===== src/rtl/prb_pkg.sv =====
package prb_pkg;
    typedef enum logic [1:0] {
        ST_WAIT = 2'd0,
        ST_RAMP = 2'd1,
        ST_FULL = 2'd2
    } prb_state_e;
endpackage


===== src/rtl/prb_duty_limit.sv =====
module prb_duty_limit #(
    parameter int PERIOD   = 100,
    parameter int DMAX_PCT = 90,
    parameter int MIN_ON   = 4,
    parameter int DEAD     = 2,
    parameter int CW       = $clog2(PERIOD + 1)
) (
    input  logic [CW-1:0] hs_cmd,
    output logic [CW-1:0] hs_eff,
    output logic [CW-1:0] ls_full
);
    localparam logic [CW-1:0] HS_MAX  = CW'(PERIOD * DMAX_PCT / 100);
    localparam logic [CW-1:0] MIN_C   = CW'(MIN_ON);
    localparam logic [CW-1:0] SPAN    = CW'(PERIOD - 2 * DEAD);

    logic [CW-1:0] hs_lim;

    always_comb begin
        hs_lim  = (hs_cmd > HS_MAX) ? HS_MAX : hs_cmd;
        hs_eff  = (hs_lim < MIN_C) ? '0 : hs_lim;
        ls_full = SPAN - hs_eff;
    end
endmodule


===== src/rtl/prb_ramp_fsm.sv =====
module prb_ramp_fsm
    import prb_pkg::*;
#(
    parameter int PERIOD  = 100,
    parameter int LS_INIT = 4,
    parameter int LS_STEP = 4,
    parameter int CW      = $clog2(PERIOD + 1)
) (
    input  logic          clk,
    input  logic          rst_n,
    input  logic          strobe,
    input  logic          ref_ok,
    input  logic          inhibit,
    input  logic [CW-1:0] ls_full,
    output logic [CW-1:0] ls_width,
    output logic          active,
    output logic          done
);
    localparam logic [CW-1:0] INIT_C = CW'(LS_INIT);
    localparam logic [CW:0]   STEP_C = (CW+1)'(LS_STEP);
    localparam logic [CW:0]   TOP_C  = (CW+1)'(PERIOD);

    prb_state_e    st_q, st_d;
    logic [CW-1:0] cur_q, cur_d;
    logic [CW-1:0] wid_q, wid_d;
    logic [CW:0]   grown;

    // state register process
    always_ff @(posedge clk or negedge rst_n) begin
        if (!rst_n) begin
            st_q  <= ST_WAIT;
            cur_q <= '0;
            wid_q <= '0;
        end else begin
            st_q  <= st_d;
            cur_q <= cur_d;
            wid_q <= wid_d;
        end
    end

    // next-state process
    always_comb begin
        st_d  = st_q;
        cur_d = cur_q;
        wid_d = wid_q;
        grown = {1'b0, cur_q} + STEP_C;
        if (grown > TOP_C) grown = TOP_C;
        if (inhibit || !ref_ok) begin
            st_d = ST_WAIT;                                  // restart
        end else if (strobe) begin
            unique case (st_q)
                ST_WAIT: begin                               // arm
                    st_d  = ST_RAMP;
                    cur_d = INIT_C;
                    wid_d = (INIT_C < ls_full) ? INIT_C : ls_full;
                end
                ST_RAMP: begin
                    cur_d = grown[CW-1:0];
                    wid_d = (grown < {1'b0, ls_full}) ? grown[CW-1:0] : ls_full;
                    if (grown >= {1'b0, ls_full}) st_d = ST_FULL; // saturate
                end
                ST_FULL: wid_d = ls_full;
                default: st_d = ST_WAIT;
            endcase
        end
    end

    // output process
    always_comb begin
        ls_width = wid_q;
        active   = (st_q != ST_WAIT);
        done     = (st_q == ST_FULL);
    end


    done_sticky_chk: assert property (@(posedge clk) disable iff (!rst_n)
        (done && ref_ok && !inhibit) |=> done);


    ref_restart_chk: assert property (@(posedge clk) disable iff (!rst_n)
        !ref_ok |=> (!done && !active));


    inh_restart_chk: assert property (@(posedge clk) disable iff (!rst_n)
        inhibit |=> !active);
endmodule


===== src/rtl/prb_gate_gen.sv =====
module prb_gate_gen #(
    parameter int PERIOD   = 100,
    parameter int DMAX_PCT = 90,
    parameter int DEAD     = 2,
    parameter int CW       = $clog2(PERIOD + 1)
) (
    input  logic          clk,
    input  logic          rst_n,
    input  logic          strobe,
    input  logic [CW-1:0] hs_eff,
    input  logic [CW-1:0] ls_width,
    input  logic          active,
    input  logic          ref_ok,
    input  logic          inhibit,
    output logic          hs_gate,
    output logic          ls_gate
);
    localparam logic [CW-1:0] LAST_C = CW'(PERIOD - 1);
    localparam logic [CW:0]   DEAD_C = (CW+1)'(DEAD);
    localparam logic [CW-1:0] HSMX_C = CW'(PERIOD * DMAX_PCT / 100);

    logic [CW-1:0] pos_q;
    logic [CW-1:0] hsw_q;
    logic [CW:0]   lo_start, lo_end;
    logic          allow;

    always_ff @(posedge clk or negedge rst_n) begin
        if (!rst_n) begin
            pos_q <= LAST_C;
            hsw_q <= '0;
        end else if (strobe) begin
            pos_q <= '0;
            hsw_q <= hs_eff;
        end else if (pos_q != LAST_C) begin
            pos_q <= pos_q + 1'b1;
        end
    end

    always_comb begin
        allow    = active && ref_ok && !inhibit;
        lo_start = {1'b0, hsw_q} + DEAD_C;
        lo_end   = lo_start + {1'b0, ls_width};
        hs_gate  = allow && (pos_q < hsw_q);
        ls_gate  = allow && ({1'b0, pos_q} >= lo_start) && ({1'b0, pos_q} < lo_end);
    end


    no_overlap_chk: assert property (@(posedge clk) disable iff (!rst_n)
        !(hs_gate && ls_gate));


    dead_after_hs_chk: assert property (@(posedge clk) disable iff (!rst_n)
        $fell(hs_gate) |-> !ls_gate);


    duty_cap_chk: assert property (@(posedge clk) disable iff (!rst_n)
        hs_gate |-> (pos_q < HSMX_C));


    inhibit_off_chk: assert property (@(posedge clk) disable iff (!rst_n)
        inhibit |-> (!hs_gate && !ls_gate));


    ref_low_off_chk: assert property (@(posedge clk) disable iff (!rst_n)
        !ref_ok |-> (!hs_gate && !ls_gate));
endmodule


===== src/rtl/prb_sr_ramp.sv =====
module prb_sr_ramp #(
    parameter int PERIOD   = 100,
    parameter int DMAX_PCT = 90,
    parameter int MIN_ON   = 4,
    parameter int DEAD     = 2,
    parameter int LS_INIT  = 4,
    parameter int LS_STEP  = 4,
    localparam int CW      = $clog2(PERIOD + 1)
) (
    input  logic          clk,
    input  logic          rst_n,
    input  logic          pwm_strobe,
    input  logic [CW-1:0] hs_cmd,
    input  logic          ref_over_fb,
    input  logic          fault_inhibit,
    output logic          hs_gate,
    output logic          ls_gate,
    output logic          ramp_done
);
    logic [CW-1:0] hs_eff, ls_full, ls_width;
    logic          active;

    prb_duty_limit #(
        .PERIOD(PERIOD), .DMAX_PCT(DMAX_PCT), .MIN_ON(MIN_ON), .DEAD(DEAD), .CW(CW)
    ) u_limit (
        .hs_cmd (hs_cmd),
        .hs_eff (hs_eff),
        .ls_full(ls_full)
    );

    prb_ramp_fsm #(
        .PERIOD(PERIOD), .LS_INIT(LS_INIT), .LS_STEP(LS_STEP), .CW(CW)
    ) u_fsm (
        .clk     (clk),
        .rst_n   (rst_n),
        .strobe  (pwm_strobe),
        .ref_ok  (ref_over_fb),
        .inhibit (fault_inhibit),
        .ls_full (ls_full),
        .ls_width(ls_width),
        .active  (active),
        .done    (ramp_done)
    );

    prb_gate_gen #(
        .PERIOD(PERIOD), .DMAX_PCT(DMAX_PCT), .DEAD(DEAD), .CW(CW)
    ) u_gate (
        .clk     (clk),
        .rst_n   (rst_n),
        .strobe  (pwm_strobe),
        .hs_eff  (hs_eff),
        .ls_width(ls_width),
        .active  (active),
        .ref_ok  (ref_over_fb),
        .inhibit (fault_inhibit),
        .hs_gate (hs_gate),
        .ls_gate (ls_gate)
    );
endmodule


===== config.mk =====
export PLATFORM = sky130hd
export DESIGN_NAME = prb_sr_ramp
export DESIGN_NICKNAME = d
export VERILOG_FILES = /design/src/rtl/prb_pkg.sv /design/src/rtl/prb_duty_limit.sv /design/src/rtl/prb_ramp_fsm.sv /design/src/rtl/prb_gate_gen.sv /design/src/rtl/prb_sr_ramp.sv
export SDC_FILE = /design/constraint.sdc
export NUM_CORES = 1
export LEC_CHECK = 0
export BUFFER_PORTS_ARGS = -buffer_cell sky130_fd_sc_hd__buf_2
export CORE_ASPECT_RATIO = 1.2
export CORE_MARGIN = 10
export CORE_UTILIZATION = 56
export CTS_BUF_LIST = sky130_fd_sc_hd__clkbuf_4 sky130_fd_sc_hd__clkbuf_8 sky130_fd_sc_hd__clkbuf_16
export DETAILED_ROUTE_END_ITERATION = 8
export PLACE_DENSITY = 0.88
export SYNTH_ARGS = -nofsm -noshare
export SYNTH_HDL_FRONTEND = slang
export SYNTH_SLANG_ARGS = --single-unit

===== constraint.sdc =====
create_clock -name clk -period 3.27 [get_ports clk]
set_clock_uncertainty 0.2 [all_clocks]
set_input_delay 0.327 -clock clk [delete_from_list [all_inputs] [get_ports clk]]
set_output_delay 0.327 -clock clk [all_outputs]
set_load 0.1 [all_outputs]

==> results of run 1 <==
-- through the flow --
stage                     std cells  util, %
after detailed placement        410     63.0
final                           424     67.2
after floorplan                 328        -
after CTS                       421     65.7
after global routing            424     67.2
after global placement          410     63.0
-- area by class of cell --
type	instances	area (sq um)	share of cell area [%]
Clock buffer	6	82.6	2.51
Multi-Input combinational cell	261	2010	60.9
Inverter	30	113	3.42
Sequential cell	30	759	23.0
Timing Repair Buffer	35	245	7.44
Clock inverter	2	12.5	0.380
Tap cell	60	75.1	2.28
-- logic make-up after synthesis --
group                    after synthesis  share of synthesized area, %
multiplexers                           9                          3.31
AND/OR/NAND/NOR                      110                          19.4
buffers and inverters                 37                          5.19
flip-flops                            30                          27.0
XOR/XNOR                              12                          3.76
adder cells (fa/ha/maj)               45                          20.4
AO/OA/AOI/OAI                         85                          21.0
-- critical path: stages (launching register included) --
cell and delay, ns:
dfrtp_2 0.44, ha_4 0.19, xor2_2 0.15, ha_1 0.31, o21ai_0 0.09, nor2_1 0.21
o21ai_1 0.10, nand2_1 0.07, o21ai_1 0.07, ha_1 0.32, a21o_1 0.18, a21oi_2 0.15
a221oi_2 0.09, a211oi_4 0.25, buf_12 0.21
-- layer usage --
layer	GRT usage [%]	routed length, microns
met4	9.01	277
met2	30.7	3910
met5	0	0
met1	18.0	2790
met3	3.02	295
-- how the worst min path moves through the flow --
stage | start | end | slack [ns] | cells past startpoint
6_report | hs_cmd[3] | u_gate.hsw_q[3] | 0.19 | 3
5_1_grt | hs_cmd[6] | u_gate.hsw_q[6] | 0.22 | 3
4_1_cts | hs_cmd[6] | u_gate.hsw_q[6] | 0.18 | 3
3_5_place_dp | rst_n | u_gate.pos_q[2] | 0.20 | 1
3_3_place_gp | rst_n | u_gate.pos_q[4] | 0.19 | 1
2_1_floorplan | rst_n | u_fsm.cur_q[0] | -0.17 | 0
-- Yosys cell counts, types with 2 or more instances --
| master | count | area share, % |
|---|---|---|
| inv_1 | 30 | 4.0 |
| dfrtp_1 | 26 | 23 |
| a21o_1 | 4 | 1.1 |
| a211oi_1 | 5 | 1.3 |
| mux2_2 | 2 | 0.80 |
| o2111ai_1 | 3 | 0.94 |
| dfstp_2 | 4 | 3.8 |
| o21bai_1 | 2 | 0.54 |
| nor3_2 | 2 | 0.72 |
| or3_1 | 2 | 0.45 |
| nand4_1 | 2 | 0.45 |
| buf_2 | 5 | 0.89 |
| mux2i_1 | 7 | 2.5 |
| xor2_1 | 7 | 2.2 |
| o22ai_1 | 4 | 0.89 |
| xnor2_1 | 5 | 1.6 |
| o21ai_0 | 21 | 3.8 |
| nor2_1 | 25 | 3.4 |
| nor2b_1 | 11 | 2.5 |
| nand3b_1 | 3 | 0.80 |
| o21a_1 | 3 | 0.80 |
| nor4_1 | 2 | 0.45 |
| nand2_1 | 32 | 4.3 |
| a21oi_1 | 21 | 3.8 |
| ha_1 | 44 | 20 |
| nor3_1 | 3 | 0.54 |
| a22o_1 | 4 | 1.3 |
| nand2b_1 | 4 | 0.89 |
| o211ai_1 | 5 | 1.3 |
| nand3_1 | 18 | 3.2 |
-- state kept, by name, indices dropped and copies added (netlist names) --
signal and flops:
u_fsm.ls_width 7, u_gate.pos_q 7, u_fsm.cur_q 7, u_gate.hsw_q 7, u_fsm.st_q 2
-- repair_timing --
item | 4_1_cts | 5_1_grt
endpoints found under the hold margin | 26 | 0
hold buffers | 1 | 0
pin swaps | 8 | 13
setup endpoints to repair | 1 | 10
setup buffers | 2 | 3
resized for setup | 2 | 15
-- report_power, final --
part           internal (mW)  switching [mW]
clock                  0.169           0.152
sequential             0.395          0.0340
combinational          0.195           0.246
total                  0.760           0.432
==> flow_summary.json, run 1 <==
{
  "status": "complete, but fails checks",
  "violations": "negative setup slack",
  "slew_viol_final": 0,
  "ys_ff_latch": 30,
  "vias_per_cell": 5.98,
  "fmax_mhz": 274,
  "grt_first_pass_wirelength_microns": 11900,
  "die_w_microns": 84.5,
  "port-buffer-count": 14,
  "routedWlPerCell_microns": 17.1,
  "rows": 28,
  "endpoint": "ls_gate",
  "syn2layout_area_growth_pct": 17.7,
  "startpoint": "u_gate.hsw_q[1]",
  "htreeDepth": 2,
  "hold_ws_ns": 0.191,
  "reg2regPathDepth": 14,
  "fill_cells": 372,
  "clock_path_buffers": 2,
  "r2r_end": "u_fsm.ls_width[1]",
  "hold_path_class": "input pin to flip-flop",
  "cp_max_fo": 4,
  "async_flop_share_pct": 100,
  "worstPathArrival_ns": 3.12,
  "grt_overflow": 0,
  "worstSkewPairLatency_ns": 0.29,
  "antenna_found_initial": 0,
  "nets": 420,
  "power_density_nw_per_um2": 362,
  "cts.clk_slew.worst_paths_ns": 0.07,
  "r2r_slack_ns": 0.17,
  "peakVddDrop_mv": 0.227,
  "core_region_area_sq_um": 4900,
  "final_layout_size_suffix_gt1_share_pct": 20.6,
  "drc": 0,
  "grt_use_total_pct": 17.0,
  "synth_area_sq_um": 2800,
  "io_pins": 15,
  "cts-root-buf": "clkbuf_8",
  "ys_seq_area_share_pct": 27.0,
  "finalSetupViolCount": 1,
  "avgSynthCellArea_sq_um": 8.53,
  "hpwl_microns": 5430,
  "final_common_cell": "ha_1",
  "endpoint_kind": "output port",
  "synth_cells": 328,
  "rsz0062_at_grt": "true",
  "finalHoldViolations": 0,
  "dr_total_vias": 2535,
  "worst_slack_ns": -0.373,
  "r2r_start": "u_fsm.cur_q[3]",
  "fin_area_sq_um": 3300,
  "grt_pass1_vias": 2609,
  "place_area_sq_um": 3090,
  "power.total_mw": 1.19,
  "cap_violations": 0,
  "dpl_worst_slack_ns": -0.0149,
  "grt_max_degree": 31,
  "setup_tns_ns": -0.373,
  "p_leak_nw": 1.56,
  "clock-sinks": 30,
  "dieArea_sq_um": 8240,
  "dr.first_iter.drc_count": 145,
  "start_util_pct": 57.1,
  "cts_tree": "built",
  "start_kind": "flip-flop",
  "drt_pass1_iterations": 4,
  "cts_buffers": 5,
  "mostFrequentLayoutCells": "40 x ha_1, 32 x nand2_1, 30 x inv_1",
  "synth_edf_count": 0,
  "max_slew_margin_pct": 52.2,
  "fin_crit_ns": 3.64,
  "synth_cell_type_count": 52,
  "ant_nets": 0,
  "synth_nets": 385,
  "place.gp.congestion": 0.896,
  "critical_path_class": "flip-flop to output port",
  "fin_crit_sh_pct": 111,
  "cp.required_ns": 2.74,
  "n_antenna_cell": 0,
  "yosysWarnings": 0,
  "ys.flop_type": "dfrtp_1",
  "drt-total-wl_microns": 7270,
  "worst_pin_slew_ns": 0.715,
  "die_y_microns": 97.4
}
Note: power is estimated with default switching activity, not from simulation.
==> run 2, diff against run 1 <==
Settings changed: SETUP_SLACK_MARGIN set to 0.5.
==> run 2 against run 1 <==
  * Clock-buffer cell count rose by 1
  * Design area rose by 16%
  * Highest routed layer unchanged
  * Sequential power rose by 1%
  * Register-to-register slack got worse by 0.08 ns
  * Maximum frequency fell by 0.49%
  * Clock power rose by 2%
  * Hold slack improved by 0.017 ns
  * The run still ends with negative setup slack left
  * Power rose by 17%
  * Largest cell class unchanged
  * Non-clock buffer count rose by 16
  * Cell count rose by 3.8%
  * Critical endpoint unchanged
  * Routed wire length rose by 49%
  * Critical path type unchanged
  * Sequential share of layout area fell by 3.1 points
==> flow_summary.json, run 2 (synthesized netlist as in run 1, its figures left out) <==
{
  "status": "complete, but fails checks",
  "violations": "negative setup slack",
  "cp.required_ns": 2.74,
  "fin_area_sq_um": 3820,
  "slew_viol_final": 0,
  "dieArea_sq_um": 8240,
  "drt-total-wl_microns": 10800,
  "cts.clk_slew.worst_paths_ns": 0.07,
  "final_common_cell": "buf_4",
  "die_w_microns": 84.5,
  "cap_violations": 0,
  "p_leak_nw": 1.68,
  "port-buffer-count": 14,
  "crit_family": "compound AO/OA/AOI/OAI gates",
  "hold_path_class": "input pin to flip-flop",
  "critical_path_class": "flip-flop to output port",
  "grt_pass1_vias": 2970,
  "die_y_microns": 97.4,
  "drt_pass1_iterations": 7,
  "peakVddDrop_mv": 0.235,
  "grt_first_pass_wirelength_microns": 14700,
  "core_region_area_sq_um": 4900,
  "reg2regPathDepth": 15,
  "max_slew_margin_pct": 53.6,
  "antenna_found_initial": 0,
  "rows": 28,
  "n_antenna_cell": 0,
  "worst_slack_ns": -0.391,
  "htreeDepth": 2,
  "cpMaxStageDelayCell": "dfrtp_2",
  "grt_use_total_pct": 21.3,
  "start_kind": "flip-flop",
  "crit_chain": "ha_4, xor2_2, ha_4, o21ai_1, nor2_2, nor3_2, o21ai_1, ha_1, a21o_1, a21oi_2, a221oi_2, a211oi_4, buf_12",
  "cts_buffers": 5,
  "hpwl_microns": 5620,
  "worstHoldPathCells": 3,
  "cp_slowest_stage_delay_ns": 0.46,
  "fin_crit_ns": 3.66,
  "finalHoldViolations": 0,
  "vias_per_cell": 6.99,
  "endpoint_kind": "output port",
  "cts_tree": "built",
  "worstPathArrival_ns": 3.13,
  "syn2layout_area_growth_pct": 36.7,
  "drc": 0,
  "seq_area_sq_um": 763,
  "grt_overflow": 0,
  "place.gp.congestion": 0.939,
  "multi_input_area_sq_um": 2350,
  "fmax_mhz": 273,
  "start_util_pct": 57.1,
  "io_pins": 15,
  "clock_path_buffers": 2,
  "worstSkewPairLatency_ns": 0.29,
  "cts-root-buf": "clkbuf_8",
  "cp.depth": 13,
  "rsz0062_at_grt": "true",
  "ant_nets": 0,
  "dr_total_vias": 3074,
  "grt_max_degree": 31,
  "final_layout_size_suffix_gt1_share_pct": 38.2,
  "place_area_sq_um": 3140,
  "fill_cells": 271,
  "power_density_nw_per_um2": 363,
  "finalSetupViolCount": 3,
  "worst_pin_slew_ns": 0.696,
  "fin_crit_sh_pct": 112,
  "dr.first_iter.drc_count": 291,
  "clock-sinks": 30,
  "r2r_slack_ns": 0.09,
  "dpl_worst_slack_ns": -0.0254,
  "power.total_mw": 1.39,
  "nets": 436,
  "cp_max_fo": 3,
  "mostFrequentLayoutCells": "32 x buf_4, 30 x ha_1, 26 x inv_1",
  "routedWlPerCell_microns": 24.6,
  "worst-path-buf-inv": 1
}
[run 2: changes by cell type in the layout (fill, tap and decap cells not counted), moves of 6 or more]
cell,delta
buf_4,+12
ha_1,-10
ha_4,+8
buf_6,+7
nand2_1,-7
a21oi_1,-6
nand2_2,+6
o21ai_0,-6
[run 2: final cells by class]
cell class | count | area share (%)
multi-input combinational | 261 | 61.4
sequential | 30 | 20.0
timing repair buffer | 51 | 11.1
inverter | 30 | 3.07
clock buffer | 7 | 2.36
tap | 60 | 1.96
clock inverter | 1 | 0.131
[run 2: worst paths after layout]
| path | start | end |
|---|---|---|
| setup reg to reg | u_fsm.cur_q[2] | u_fsm.ls_width[1] |
| max in group asynchronous | rst_n | u_fsm.cur_q[2] |
| setup / recovery | u_gate.hsw_q[2] | ls_gate |
| hold / removal | hs_cmd[4] | u_gate.hsw_q[4] |
| min in group asynchronous | rst_n | u_gate.pos_q[3] |
| hold reg to reg | u_fsm.ls_width[0] | u_fsm.ls_width[0] |
[run 2: power breakdown]
part,internal (mW),total [mW],switching [mW]
clock network,0.178,0.327,0.149
registers,0.396,0.434,0.0376
logic,0.277,0.629,0.352
total,0.852,1.39,0.538
[run 2: repair_timing]
action | in CTS | in global routing
hold buffers | 1 | 0
setup endpoints to repair | 11 | 11
endpoints found under the hold margin | 26 | 0
gates resized for setup | 60 | 31
pin swaps | 38 | 17
setup buffers | 20 | 6
[run 2: layer usage]
| metal | part of all wire (%) | vias up | GRT usage, % |
|---|---|---|---|
| met3 | 9.0 | 86 | 4.03 |
| met2 | 51 | 262 | 37.5 |
| met4 | 7.2 | 0 | 12.3 |
| met1 | 33 | 1455 | 22.9 |
| li1 | - | 1271 | - |
| met5 | 0 | - | 0 |
[run 2: stage by stage]
| step | utilization [%] | hold slack [ns] | setup TNS (ns) | cells |
|---|---|---|---|---|
| 5_1_grt | 78.0 | 0.207 | -0.700 | 440 |
| 2_1_floorplan | - | -0.169 | -0.276 | 328 |
| 4_1_cts | 74.2 | 0.193 | -0.249 | 434 |
| 6_report | 78.0 | 0.209 | -0.441 | 440 |
| 3_5_place_dp | 64.0 | 0.197 | -0.0254 | 405 |
| 3_3_place_gp | 64.0 | 0.190 | 0 | 405 |
[run 2: worst min-delay path, cell delays in order]
cell     delay, ns
buf_8         0.12
nor2_1        0.11
a21oi_1       0.10
==> run 3, diff against run 2 <==
Settings changed: REMOVE_ABC_BUFFERS set to 1.
==> run 3 against run 2 <==
  * The run still ends with negative setup slack left
  * Hold slack gained 0.047 ns
  * Sequential share of layout area shrank 1.1 points
  * Combinational power grew 9.4%
  * First-iteration DRC count grew 73%
  * Critical path depth grew 1
  * Clock-buffer cell count is the same
  * Register-to-register slack lost 0.06 ns
  * Power grew 4.7%
==> flow_summary.json, run 3 (synthesized netlist as in run 1, its figures left out) <==
{
  "status": "complete, but fails checks",
  "violations": "negative setup slack",
  "dr_total_vias": 3196,
  "reg2regPathDepth": 13,
  "htreeDepth": 2,
  "r2r_start": "u_fsm.cur_q[4]",
  "cts.clk_slew.worst_paths_ns": 0.07,
  "grt_use_total_pct": 22.8,
  "power_density_nw_per_um2": 363,
  "worstPathArrival_ns": 3.11,
  "drt-total-wl_microns": 11500,
  "max_slew_margin_pct": 54.2,
  "worst_slack_ns": -0.366,
  "vias_per_cell": 6.96,
  "antenna_found_initial": 0,
  "finalHoldViolations": 0,
  "power.total_mw": 1.45,
  "place.gp.congestion": 0.924,
  "p_leak_nw": 1.80,
  "rsz0062_at_grt": "true",
  "core_region_area_sq_um": 4900,
  "start_kind": "flip-flop",
  "syn2layout_area_growth_pct": 43.3,
  "start_util_pct": 57.1,
  "critical_path_class": "flip-flop to output port",
  "grt_overflow": 0,
  "grt_max_degree": 31,
  "ant_nets": 0,
  "crit_path_frequent_cell": "a21oi_2",
  "cp_slowest_stage_delay_ns": 0.46,
  "rows": 28,
  "worstSkewPairLatency_ns": 0.30,
  "slew_viol_final": 0,
  "io_pins": 15,
  "final_common_cell": "buf_4",
  "dieArea_sq_um": 8240,
  "cpMaxStageDelayCell": "dfrtp_1",
  "r2r_slack_ns": 0.03,
  "hold_path_class": "input pin to flip-flop",
  "die_w_microns": 84.5,
  "cts-root-buf": "clkbuf_8",
  "clock-sinks": 30,
  "worstHoldPathCells": 3,
  "worst-path-buf-inv": 2,
  "port-buffer-count": 14,
  "clock_path_buffers": 2,
  "cap_violations": 0,
  "endpoint_kind": "output port",
  "routedWlPerCell_microns": 25.1,
  "endpoint": "ls_gate",
  "cp_max_fo": 3,
  "n_antenna_cell": 0,
  "cp.required_ns": 2.74,
  "final_util_pct": 81.8,
  "die_y_microns": 97.4,
  "r2r_end": "u_fsm.ls_width[2]",
  "crit_family": "adder cells",
  "crit_chain": "ha_4, inv_1, fa_2, nor2b_1, o21a_1, o21ai_1, nand2b_1, a21oi_2, xor2_1, ha_1, a21oi_2, a221oi_2, a211oi_2, buf_12",
  "drc": 0,
  "cp.depth": 14,
  "drt_pass1_iterations": 5,
  "fin_crit_ns": 3.64,
  "dr.first_iter.drc_count": 504,
  "nets": 455,
  "peakVddDrop_mv": 0.324,
  "worst_pin_slew_ns": 0.688,
  "hpwl_microns": 5460,
  "grt_pass1_vias": 3084,
  "cts_buffers": 5,
  "finalSetupViolCount": 1,
  "fmax_mhz": 275,
  "final_layout_size_suffix_gt1_share_pct": 40.4,
  "startpoint": "u_fsm.ls_width[0]",
  "grt_first_pass_wirelength_microns": 15600,
  "cts_tree": "built",
  "mostFrequentLayoutCells": "42 x buf_4, 30 x ha_1, 27 x inv_1",
  "fin_crit_sh_pct": 111
}
run 3: cell count changes in the layout (fill, tap and decap cells not counted), sizes merged:
| cell | before | now |
|---|---|---|
| buf | 50 | 69 |
run 3: power breakdown:
| group | internal (mW) | switching [mW] | leakage (nW) | total (mW) |
|---|---|---|---|---|
| Combinational | 0.310 | 0.378 | 1.36 | 0.688 |
| Clock | 0.178 | 0.153 | 0.0517 | 0.331 |
| Sequential | 0.395 | 0.0409 | 0.381 | 0.436 |
run 3: layout make-up:
type / count / area [sq um]
flip-flops and latches: 30 / 757
well taps: 60 / 75.1
fillers: 236 / 893
multi-input cells: 261 / 2400
inverters: 30 / 113
clock inverters: 1 / 5.00
repair buffers: 70 / 572
clock buffers: 7 / 90.1
run 3: worst min-delay path, cell delays in order:
cell,delay [ns]
buf_2,0.15
a21oi_1,0.10
a21oi_1,0.13
run 3: per-layer routing:
| layer | routed length [microns] | global-route usage, % |
|---|---|---|
| met3 | 1060 | 6.12 |
| met1 | 4070 | 24.7 |
| met2 | 5380 | 37.2 |
| met5 | 0 | 0 |
| met4 | 1000 | 16.0 |
run 3: worst min-delay path by stage:
stage | startpoint | end | slack [ns]
CTS | hs_cmd[6] | u_gate.hsw_q[3] | 0.22
floorplan | rst_n | u_fsm.cur_q[0] | -0.17
global placement | rst_n | u_gate.pos_q[4] | 0.18
detailed placement | rst_n | u_gate.pos_q[4] | 0.19
global route | hs_cmd[6] | u_gate.hsw_q[3] | 0.27
finish | hs_cmd[6] | u_gate.hsw_q[3] | 0.26
run 3: timing repair:
item	4_1_cts	5_1_grt
buffers inserted	17	16
setup endpoints to repair	11	11
pin swaps	26	21
hold endpoints to repair	26	0
resized for setup	69	52
hold buffers	1	0
run 3: per-stage QoR:
step / std cells / cell area (sq um) / setup slack [ns] / hold WS, ns / setup TNS [ns]
floorplan: 321 / 2770 / -1.79 / -0.169 / -1.79
global placement: 417 / 3090 / -0.0629 / 0.181 / -0.0629
detailed placement: 417 / 3090 / -0.160 / 0.192 / -0.228
CTS: 443 / 3580 / -0.323 / 0.219 / -0.323
global route: 459 / 4010 / -0.484 / 0.269 / -0.564
finish: 459 / 4010 / -0.366 / 0.256 / -0.366
